[src/rtl/mbox_pkg.sv]
package mbox_pkg;
  typedef enum logic [2:0] {
    ST_IDLE,
    ST_READ,
    ST_WAIT_READ,
    ST_WRITE,
    ST_DONE
  } seq_state_e;

  localparam int unsigned WORD_BYTES = 4;
  localparam int unsigned CMD_W      = 64;
endpackage

[src/rtl/mbox_cmd_decode.sv]
module mbox_cmd_decode #(
  parameter int unsigned        NUM_CORES = 4,
  parameter int unsigned        IDX_W     = 2,
  parameter int unsigned        ADDR_W    = 16,
  parameter logic [11:0]        MAIL_OFF  = 12'h048,
  parameter logic [11:0]        ANY_OFF   = 12'h158,
  parameter logic [ADDR_W-1:0]  MBOX_BASE = 16'h1000
) (
  input  logic [11:0]       off_i,
  input  logic              is64_i,
  input  logic [63:0]       data_i,
  output logic              hit_o,
  output logic              known_o,
  output logic [IDX_W-1:0]  idx_o,
  output logic [ADDR_W-1:0] addr_o,
  output logic [3:0]        keep_o,
  output logic [31:0]       payload_o
);
  logic       is_mail, is_any;
  logic [9:0] core_id;
  logic       unused_bits;

  assign is_mail     = is64_i && (off_i == MAIL_OFF);
  assign is_any      = is64_i && (off_i == ANY_OFF);
  assign hit_o       = is_mail || is_any;
  assign core_id     = data_i[25:16];
  assign known_o     = 32'(core_id) < NUM_CORES;
  assign idx_o       = core_id[IDX_W-1:0];
  assign keep_o      = data_i[30:27];
  assign payload_o   = data_i[63:32];
  assign unused_bits = ^{data_i[31], data_i[26]};

  always_comb begin
    if (is_mail)
      addr_o = MBOX_BASE + ADDR_W'(32) + ADDR_W'({data_i[4:2], 2'b00});
    else
      addr_o = data_i[ADDR_W-1:0];
  end
endmodule

[src/rtl/mbox_byte_merge.sv]
module mbox_byte_merge #(
  parameter int unsigned BYTES = 4
) (
  input  logic [BYTES-1:0]   keep_i,
  input  logic [8*BYTES-1:0] old_i,
  input  logic [8*BYTES-1:0] new_i,
  output logic [8*BYTES-1:0] word_o
);
  for (genvar b = 0; b < BYTES; b++) begin : g_byte
    assign word_o[8*b +: 8] = keep_i[b] ? old_i[8*b +: 8] : new_i[8*b +: 8];
  end
endmodule

[src/rtl/mbox_rmw_seq.sv]
module mbox_rmw_seq
  import mbox_pkg::*;
#(
  parameter int unsigned IDX_W  = 2,
  parameter int unsigned ADDR_W = 16
) (
  input  logic              clk_i,
  input  logic              rst_ni,
  input  logic              start_i,
  input  logic              hit_i,
  input  logic              known_i,
  input  logic [IDX_W-1:0]  idx_i,
  input  logic [ADDR_W-1:0] addr_i,
  input  logic [3:0]        keep_i,
  input  logic [31:0]       payload_i,
  output logic              idle_o,
  output logic              rsp_valid_o,
  output logic              rsp_err_o,
  output logic              mem_req_o,
  output logic              mem_we_o,
  output logic [ADDR_W-1:0] mem_addr_o,
  output logic [IDX_W-1:0]  mem_core_o,
  input  logic              mem_gnt_i,
  input  logic              mem_rvalid_i,
  input  logic [31:0]       mem_rdata_i,
  output logic [3:0]        keep_o,
  output logic [31:0]       payload_o,
  output logic [31:0]       old_o
);
  seq_state_e        state_q;
  logic [ADDR_W-1:0] addr_q;
  logic [IDX_W-1:0]  idx_q;
  logic [3:0]        keep_q;
  logic [31:0]       pay_q, old_q;
  logic              err_q;

  always_ff @(posedge clk_i or negedge rst_ni) begin
    if (!rst_ni) begin
      state_q <= ST_IDLE;
      addr_q  <= '0;
      idx_q   <= '0;
      keep_q  <= '0;
      pay_q   <= '0;
      old_q   <= '0;
      err_q   <= 1'b0;
    end else begin
      unique case (state_q)
        ST_IDLE: if (start_i) begin
          err_q <= hit_i && !known_i;
          if (!hit_i || !known_i) begin
            state_q <= ST_DONE;
          end else begin
            addr_q  <= addr_i;
            idx_q   <= idx_i;
            keep_q  <= keep_i;
            pay_q   <= payload_i;
            old_q   <= '0;
            // no keep bits: skip the read entirely
            state_q <= (keep_i != 4'b0) ? ST_READ : ST_WRITE;
          end
        end
        ST_READ:      if (mem_gnt_i) state_q <= ST_WAIT_READ;
        ST_WAIT_READ: if (mem_rvalid_i) begin
          old_q   <= mem_rdata_i;
          state_q <= ST_WRITE;
        end
        ST_WRITE:     if (mem_gnt_i) state_q <= ST_DONE;
        ST_DONE:      state_q <= ST_IDLE;
        default:      state_q <= ST_IDLE;
      endcase
    end
  end

  assign idle_o      = state_q == ST_IDLE;
  assign rsp_valid_o = state_q == ST_DONE;
  assign rsp_err_o   = (state_q == ST_DONE) && err_q;
  assign mem_req_o   = (state_q == ST_READ) || (state_q == ST_WRITE);
  assign mem_we_o    = state_q == ST_WRITE;
  assign mem_addr_o  = addr_q;
  assign mem_core_o  = idx_q;
  assign keep_o      = keep_q;
  assign payload_o   = pay_q;
  assign old_o       = old_q;
endmodule

[src/rtl/mbox_rmw_writer.sv]
module mbox_rmw_writer #(
  parameter int unsigned       NUM_CORES = 4,
  parameter logic [11:0]       MAIL_OFF  = 12'h048,
  parameter logic [11:0]       ANY_OFF   = 12'h158,
  parameter logic [15:0]       MBOX_BASE = 16'h1000,
  localparam int unsigned      IDX_W     = (NUM_CORES > 1) ? $clog2(NUM_CORES) : 1,
  localparam int unsigned      ADDR_W    = 16
) (
  input  logic              clk_i,
  input  logic              rst_ni,
  input  logic              cmd_valid_i,
  output logic              cmd_ready_o,
  input  logic              cmd_is64_i,
  input  logic [11:0]       cmd_off_i,
  input  logic [63:0]       cmd_data_i,
  output logic              rsp_valid_o,
  output logic              rsp_err_o,
  output logic              mem_req_o,
  output logic              mem_we_o,
  output logic [ADDR_W-1:0] mem_addr_o,
  output logic [IDX_W-1:0]  mem_core_o,
  output logic [31:0]       mem_wdata_o,
  input  logic              mem_gnt_i,
  input  logic              mem_rvalid_i,
  input  logic [31:0]       mem_rdata_i
);
  logic              dec_hit, dec_known;
  logic [IDX_W-1:0]  dec_idx;
  logic [ADDR_W-1:0] dec_addr;
  logic [3:0]        dec_keep, keep_q;
  logic [31:0]       dec_pay, pay_q, old_q;
  logic              idle;

  mbox_cmd_decode #(
    .NUM_CORES(NUM_CORES), .IDX_W(IDX_W), .ADDR_W(ADDR_W),
    .MAIL_OFF(MAIL_OFF), .ANY_OFF(ANY_OFF), .MBOX_BASE(MBOX_BASE)
  ) u_dec (
    .off_i(cmd_off_i), .is64_i(cmd_is64_i), .data_i(cmd_data_i),
    .hit_o(dec_hit), .known_o(dec_known), .idx_o(dec_idx),
    .addr_o(dec_addr), .keep_o(dec_keep), .payload_o(dec_pay)
  );

  mbox_rmw_seq #(.IDX_W(IDX_W), .ADDR_W(ADDR_W)) u_seq (
    .clk_i, .rst_ni,
    .start_i(cmd_valid_i && idle),
    .hit_i(dec_hit), .known_i(dec_known), .idx_i(dec_idx),
    .addr_i(dec_addr), .keep_i(dec_keep), .payload_i(dec_pay),
    .idle_o(idle), .rsp_valid_o, .rsp_err_o,
    .mem_req_o, .mem_we_o, .mem_addr_o, .mem_core_o,
    .mem_gnt_i, .mem_rvalid_i, .mem_rdata_i,
    .keep_o(keep_q), .payload_o(pay_q), .old_o(old_q)
  );

  mbox_byte_merge #(.BYTES(mbox_pkg::WORD_BYTES)) u_merge (
    .keep_i(keep_q), .old_i(old_q), .new_i(pay_q), .word_o(mem_wdata_o)
  );

  assign cmd_ready_o = idle;
endmodule

[config.mk]
export PLATFORM = sky130hd
export DESIGN_NAME = mbox_rmw_writer
export DESIGN_NICKNAME = d
export VERILOG_FILES = /design/src/rtl/mbox_pkg.sv /design/src/rtl/mbox_cmd_decode.sv /design/src/rtl/mbox_byte_merge.sv /design/src/rtl/mbox_rmw_seq.sv /design/src/rtl/mbox_rmw_writer.sv
export SDC_FILE = /design/constraint.sdc
export NUM_CORES = 1
export LEC_CHECK = 0
export BUFFER_PORTS_ARGS = -buffer_cell sky130_fd_sc_hd__buf_4
export CORE_MARGIN = 2
export CORE_UTILIZATION = 49
export DETAILED_ROUTE_END_ITERATION = 8
export PLACE_DENSITY = 0.79
export SYNTH_ARGS = -nofsm -noshare
export SYNTH_HDL_FRONTEND = slang
export SYNTH_HIERARCHICAL = 1
export SYNTH_SLANG_ARGS = --single-unit
[constraint.sdc]
create_clock -name clk_i -period 2.3 [get_ports clk_i]
set_input_delay 0.115 -clock clk_i [delete_from_list [all_inputs] [get_ports clk_i]]
set_output_delay 0.115 -clock clk_i [all_outputs]
set_load 0.03 [all_outputs]
==> metrics.md, run 1 <==
| Metric | Value |
|---|---|
| CP peak stage delay | `0.48 ns` |
| CTS buffer count | `9` |
| Clock-pin slew on the worst setup and hold paths | `0.09 ns` |
| Layout cells sized above 1 | `0.537` |
| Warnings from Yosys | `6` |
| Setup-failing EPs final | `0` |
| CP Buf/Inv Count | `1` |
| Worst R2R Setup Slack | `0.23 ns` |
| Worst EP arrival | `2.29 ns` |
| DP HPWL | `7110 µm` |
| Setup bufs post-CTS | `0` |
| First-pass GRT wire length | `17400 µm` |
| Period minus WS final | `2.07 ns` |
| Main combinational cell family by area after synthesis | `multiplexers` |
| Largest net degree at the start of global routing | `53` |
| Hold Crit Depth | `2` |
| FF+latch count, synth | `90` |
| Relative slew slack | `0.415` |
| Critical path's top delay family | `simple AND/OR/NAND/NOR gates` |
| Commonest non-fill, non-tap cells in the layout | `buf_4 (172), dfrtp_1 (90), mux2_4 (81)` |
| Internal | `2.24 mW` |
| Syn Nets | `442` |
| Leak | `3.52 nW` |
| Antenna violations before repair | `0` |
| Die height | `102 µm` |
| RSZ-0062 raised after global routing | `false` |
| Cells after synthesis | `328` |
| Vias per cell | `5.02` |
| Post-Synth Adder-Cell Area | `0` |
| Power density over cell area | `442 nW/µm²` |
| Area Growth Syn to Fin | `40.8%` |
| Total gr overflow | `0` |
| Crit. End Element | `register` |
| Post-synthesis sequential area ratio | `0.477` |
| CTS Hold Bufs | `68` |
| # diodes | `0` |
| Core area | `9280 µm²` |
| CTS max path bufs | `2` |
| Io pins | `169` |
| Post-CTS Resized | `0` |
| CP startpoint kind | `register` |
| Distinct cell type count after synthesis | `31` |
| Die width | `102 µm` |
| Critical path's slowest cell | `dfrtp_1` |
| IO Port Bufs | `166` |
| Worst path required time | `2.52 ns` |
| Post-synthesis xor/xnor area fraction | `0.00371` |
| Area of the multi-input gates | `1960 µm²` |
| Global Route Usage Sum | `0.217` |
| Slew Limit Fails | `0` |
| Vias | `3302` |
| Finished Core Util | `0.716` |
| CP Max Fanout | `32` |
| Slew @ Worst Pin | `0.874 ns` |
| Clk_skew | `0.0101 ns` |
| Net Sw Frac | `0.236` |
| Rows | `35` |
| Multiplexer area fraction after synthesis | `0.272` |
| Net switching power of the design | `0.693 mW` |
| Antenna-violating nets left | `0` |
| Outcome | `complete, no violations` |
| Setup TNS | `0 ns` |
| Simple-gate area share of the yosys netlist | `0.0504` |
| Clock share of power | `0.338` |
| Fin. Hold Viols | `0` |
| Number of DRC markers in iteration 0 | `42` |
| Final critical-path share of the clock period | `0.900` |
| Initial Util | `0.508` |
| Hold crit path type | `input pin to register` |
| GPL Wtd Cong | `0.766` |
| Worst VDD drop | `0.326 mV` |
| Critical R2R Capture | `u_seq/old_o[15]` |
| Sequential power share | `0.541` |
| Commonest non-fill, non-tap cell in the layout | `buf_4` |
| Residual DRC | `0` |
| Die footprint | `10400 µm²` |
| CP Cell Sequence | `nor3_4 > and2_1 > and4b_1 > o21ai_2 > buf_4 > a22o_1` |
| Synth Area in Compound Gates | `0.0880` |
| Final net count | `638` |
| CTS root buf | `clkbuf_8` |
| Worst R2R Start | `u_seq/state_q[0]` |
| Critical path class | `register to register` |
| Hold endpoint | `u_seq/old_o[9]` |
| Top-area cell type share of the netlist area | `0.477` |
| Post-Syn Area | `4720 µm²` |
| Syn_area_per_cell | `14.4 µm²` |
| Synth area leader | `dfrtp_1` |
| Worst-case reg-to-reg path depth | `6` |
| Fmax | `483 MHz` |
| HP Start | `mem_rdata_i[9]` |
| Max cap viols | `0` |
| H-tree depth | `3` |
| Seq. cell area | `2250 µm²` |
| Clk_lat worst skew | `0.34 ns` |
| # clock sinks | `90` |
| Routed WL | `11300 µm` |
| Vias in the first global route | `3536` |
| CTS tree | `done` |
| WL/cell | `17.1 µm` |
| Gate power share | `0.120` |
| DR pass1 iterations | `4` |
| Fill cell count | `635` |
| Synth top area cells | `dfrtp_1 (48%), mux2_4 (26%), buf_4 (6.7%)` |
[stage by stage]
step / hold WS, ns / worst slack (ns) / power (mW) / cell area [µm²] / std cells
global route: 0.00432 / 0.155 / 3.07 / 6640 / 658
CTS: 0.0000102 / 0.238 / 2.95 / 6600 / 654
floorplan: -0.181 / 0.295 / 1.72 / 4720 / 328
finish: 0.0207 / 0.231 / 2.93 / 6640 / 658
global placement: 0.115 / 0.287 / 1.87 / 5740 / 570
detailed placement: 0.118 / 0.239 / 1.87 / 5740 / 570
[cell families after synthesis]
kind of cell    count (synthesis)
simple gates                   29
xor+xnor                        2
buf+inv                        72
mux                            87
flops                          90
compound gates                 48
[power groups by stage]
stage,combinational (mW),clock [mW],sequential (mW)
floorplan,0.100,0,1.62
global placement,0.248,0,1.62
detailed placement,0.253,0,1.62
CTS,0.346,1.02,1.59
global route,0.382,1.09,1.59
finish,0.354,0.993,1.59
[registers in the layout, summed over array words and instances, names as in the netlist]
| name | flops |
|---|---|
| u_seq/mem_core_o | 2 |
| u_seq/mem_addr_o | 16 |
| u_seq/state_q | 3 |
| u_seq/old_o | 32 |
| u_seq/err_q | 1 |
| u_seq/keep_o | 4 |
| u_seq/payload_o | 32 |
[worst max-delay path by stage]
stage                           startpoint              end  slack, ns  cells after the start
after floorplan           u_seq/state_q[0]  u_seq/keep_o[0]       0.29                      5
after global placement      cmd_data_i[21]   u_seq/old_o[5]       0.29                      7
after detailed placement    cmd_data_i[21]   u_seq/old_o[9]       0.24                      7
after CTS                 u_seq/state_q[1]  u_seq/old_o[15]       0.24                      6
after global routing      u_seq/state_q[1]   u_seq/old_o[9]       0.16                      6
final                     u_seq/state_q[0]  u_seq/old_o[15]       0.23                      6
[layout make-up]
| cell class | instances | area share |
|---|---|---|
| repair buffers | 246 | 0.309 |
| flip-flops and latches | 90 | 0.339 |
| clock buffers | 11 | 0.0213 |
| clock inverters | 5 | 0.00565 |
| well taps | 129 | 0.0243 |
| multi-input cells | 166 | 0.295 |
| inverters | 11 | 0.00621 |
[cells in the mapped netlist]
| library cell | count |
|---|---|
| nor2b_1 | 2 |
| and4_1 | 1 |
| and4b_1 | 1 |
| nor3_1 | 1 |
| xnor2_1 | 1 |
| nand4_4 | 1 |
| mux2_4 | 81 |
| and2_1 | 5 |
| clkbuf_1 | 1 |
| nand3_1 | 2 |
| a41oi_1 | 11 |
| a41o_2 | 2 |
| nor3b_2 | 1 |
| o22ai_1 | 1 |
| and3_1 | 1 |
| inv_1 | 11 |
| nor3_4 | 1 |
| buf_2 | 8 |
| buf_4 | 42 |
| a22o_1 | 32 |
| buf_6 | 10 |
| xor2_1 | 1 |
| or4_1 | 3 |
| dfrtp_1 | 90 |
| mux2_2 | 6 |
| a21oi_1 | 1 |
| nor4b_4 | 2 |
| o21ai_1 | 1 |
| nor3b_1 | 1 |
| nor2_1 | 4 |
| nand2_1 | 3 |
[metal layers]
layer / wire length (µm) / vias up / track usage / part of all wire
met5: 0 / - / 0 / 0
met4: 132 / 0 / 0.0687 / 0.012
met3: 593 / 12 / 0.0458 / 0.053
met2: 5690 / 118 / 0.370 / 0.51
met1: 4840 / 1636 / 0.277 / 0.43
li1: - / 1536 / - / -
Power figures use the tool's default switching activity.
==> inputs of run 2 (changes only) <==
PLACE_DENSITY = 0.81   (was 0.79)
SYNTH_HIERARCHICAL = default   (was 1)
==> run 2 against run 1 <==
Against the previous run: via count is 12% higher; largest cell class unchanged; critical path type unchanged; clock skew decreased by 0.0019 ns; critical path depth fell by 1.
==> metrics.md, run 2 <==
| Metric | Value |
|---|---|
| Relative slew slack | `0.565 (+0.150)` |
| DR pass1 iterations | `4 (unchanged)` |
| Worst-case reg-to-reg path depth | `5 (-1)` |
| IO Port Bufs | `166 (unchanged)` |
| Warnings from Yosys | `0 (-6)` |
| H-tree depth | `3 (unchanged)` |
| Most frequent cells after synthesis | `dfrtp_1 (90), mux2_2 (73), nand2b_1 (34)` |
| Hold endpoint | `u_seq.old_o[19]` |
| Vias per cell | `5.33 (+6.3%)` |
| Leak | `3.26 nW (-7.2%)` |
| Critical path class | `register to register` |
| # diodes | `0 (unchanged)` |
| Cells after synthesis | `354 (+7.9%)` |
| Critical R2R Capture | `u_seq.payload_o[27]` |
| Post-synth EDFFs | `0 (unchanged)` |
| Top-area cell type share of the netlist area | `0.530 (+0.0525)` |
| Synth async-reset ratio | `1.00 (unchanged)` |
| Hold Crit Depth | `3 (+1)` |
| # clock sinks | `90 (unchanged)` |
| Syn_area_per_cell | `12.0 µm² (-17%)` |
| Final net count | `700 (+9.7%)` |
| Die width | `97.2 µm (-4.9%)` |
| Area Growth Syn to Fin | `52.7%` |
| Routed WL | `11900 µm (+5.9%)` |
| Worst R2R Setup Slack | `0.32 ns (+0.09 ns)` |
| CP startpoint kind | `register` |
| Io pins | `169 (unchanged)` |
| Syn Nets | `468 (+5.9%)` |
| Max cap viols | `0 (unchanged)` |
| Post-synthesis sequential area ratio | `0.530 (+0.0525)` |
| Clk_skew | `0.00825 ns (-0.00189 ns)` |
| Final total power | `3.00 mW (+2.3%)` |
| Rows | `33 (-5.7%)` |
| Fill cell count | `503 (-21%)` |
| Number of DRC markers in iteration 0 | `175 (+320%)` |
| Distinct cell type count after synthesis | `29 (-6.5%)` |
| Slew Limit Fails | `0 (unchanged)` |
| CTS Hold Bufs | `68 (unchanged)` |
| Hold crit path type | `input pin to register` |
| Antenna-violating nets left | `0 (unchanged)` |
| Global Route Usage Sum | `0.255 (+0.0382)` |
| CTS buffer count | `9 (unchanged)` |
| Commonest non-fill, non-tap cells in the layout | `buf_4 (174), dfrtp_1 (90), mux2_2 (73)` |
| Fin. Hold Viols | `0 (unchanged)` |
| Vias in the first global route | `3969 (+12%)` |
| Net Sw Frac | `0.228 (-0.00814)` |
| Worst path required time | `2.53 ns (about the same)` |
| CTS max path bufs | `2 (unchanged)` |
| Setup TNS | `0 ns (unchanged)` |
| Synth top area cells | `dfrtp_1 (53%), mux2_2 (19%), a22oi_1 (5.7%)` |
| FF+latch count, synth | `90 (unchanged)` |
| Post-Syn Area | `4250 µm² (-9.9%)` |
| Clock share of power | `0.353 (+0.015)` |
| CP Cell Sequence | `nor3_2 > nand2_1 > nor3_4 > buf_4 > mux2_2` |
| Crit. End Element | `register` |
| Synth area leader | `dfrtp_1` |
| CP Max Fanout | `17 (-47%)` |
| Setup crit start | `u_seq.state_q[2]` |
| Outcome | `complete, no violations` |
| Post-CTS Resized | `0 (unchanged)` |
| Period minus WS final | `1.98 ns (-0.0911 ns)` |
| Worst VDD drop | `0.334 mV (+2.5%)` |
| Power density over cell area | `462 nW/µm² (+4.7%)` |
| Worst R2R Start | `u_seq.state_q[2]` |
| Clk_lat worst skew | `0.35 ns (about the same)` |
| Setup bufs post-CTS | `0 (unchanged)` |
| CTS root buf | `clkbuf_8` |
| Layout cells sized above 1 | `0.453 (-0.0834)` |
| DP HPWL | `7740 µm (+8.8%)` |
| HP Start | `mem_rdata_i[19]` |
| Gate power share | `0.119 (about the same)` |
| Initial Util | `0.512 (+0.00393)` |
| Fmax | `506 MHz (+4.6%)` |
| WL/cell | `17.1 µm (about the same)` |
| Internal | `2.32 mW (+3.4%)` |
| RSZ-0062 raised after global routing | `false` |
| Die footprint | `9440 µm² (-9.5%)` |
| Commonest non-fill, non-tap cell in the layout | `buf_4` |
| Final critical-path share of the clock period | `0.860 (-0.0396)` |
| First-pass GRT wire length | `19400 µm (+11%)` |
| Antenna violations before repair | `0 (unchanged)` |
| Slew @ Worst Pin | `0.652 ns (-0.221 ns)` |
| Sequential power share | `0.528 (-0.013)` |
| Largest net degree at the start of global routing | `51 (-3.8%)` |
| Vias | `3712 (+12%)` |
| Count leader, synth | `dfrtp_1` |
| Total gr overflow | `0 (unchanged)` |
| CTS tree | `done` |
| Core area | `8300 µm² (-11%)` |
| Setup-failing EPs final | `0 (unchanged)` |
| Net switching power of the design | `0.685 mW (-1.2%)` |
| Clock-pin slew on the worst setup and hold paths | `0.09 ns (about the same)` |
| Residual DRC | `0 (unchanged)` |
| Die height | `97.2 µm (-4.9%)` |
| CP peak stage delay | `0.47 ns (about the same)` |
| Critical path's slowest cell | `dfrtp_1` |
| Ys flop type | `dfrtp_1` |
| Worst EP arrival | `2.21 ns (-0.08 ns)` |
| GPL Wtd Cong | `0.759 (-0.91%)` |
run 2: final cells by class:
cell class / count / area (µm²) / share of cell area
inverters: 12 / 45.0 / 0.00694
flip-flops and latches: 90 / 2250 / 0.347
repair buffers: 245 / 2040 / 0.314
clock inverters: 5 / 55.1 / 0.00848
multi-input cells: 228 / 1840 / 0.283
well taps: 105 / 131 / 0.0202
clock buffers: 11 / 131 / 0.0202
run 2: how the worst max path moves through the flow:
| stage | end | slack, ns | cells past startpoint |
|---|---|---|---|
| CTS | u_seq.payload_o[24] | 0.32 | 5 |
| global route | u_seq.payload_o[24] | 0.19 | 5 |
| finish | u_seq.payload_o[27] | 0.32 | 5 |
| detailed placement | u_seq.payload_o[24] | 0.30 | 7 |
| global placement | u_seq.payload_o[29] | 0.30 | 7 |
| floorplan | u_seq.payload_o[10] | 0.07 | 5 |
run 2: worst max-delay path: cells and delay by family (launching register included):
family / cells / cell delay (ns)
and+or+nand+nor: 3 / 0.72
muxes: 1 / 0.37
DFF: 1 / 0.47
buffers and inverters: 1 / 0.30
run 2: kinds of logic after synthesis:
| family | share of synthesized area |
|---|---|
| compound gates | 0.105 |
| xor+xnor | 0.00206 |
| buf+inv | 0.0406 |
| flops | 0.530 |
| mux | 0.227 |
| simple gates | 0.0959 |
run 2: power by group through the flow:
stage,Combinational (mW),Sequential [mW],Clock (mW)
2_1_floorplan,0.0619,1.62,0
3_3_place_gp,0.255,1.62,0
3_5_place_dp,0.260,1.62,0
4_1_cts,0.354,1.58,1.07
5_1_grt,0.386,1.59,1.14
6_report,0.358,1.58,1.06
run 2: stage by stage:
stage	setup slack, ns	cells	hold WS, ns	util	cell area (µm²)
6_report	0.322	696	0.0108	0.782	6490
5_1_grt	0.187	696	0.00149	0.782	6490
4_1_cts	0.322	695	0.0000518	0.781	6480
3_5_place_dp	0.296	611	0.189	0.676	5610
3_3_place_gp	0.304	611	0.187	0.676	5610
2_1_floorplan	0.0722	354	-0.181	-	4260
run 2: per-layer routing:
layer / track usage / wire length, µm / vias to the layer above
li1: - / - / 1720
met1: 0.309 / 4710 / 1822
met2: 0.449 / 6230 / 156
met3: 0.0698 / 821 / 14
met4: 0.0661 / 152 / 0
met5: 0 / 0 / -
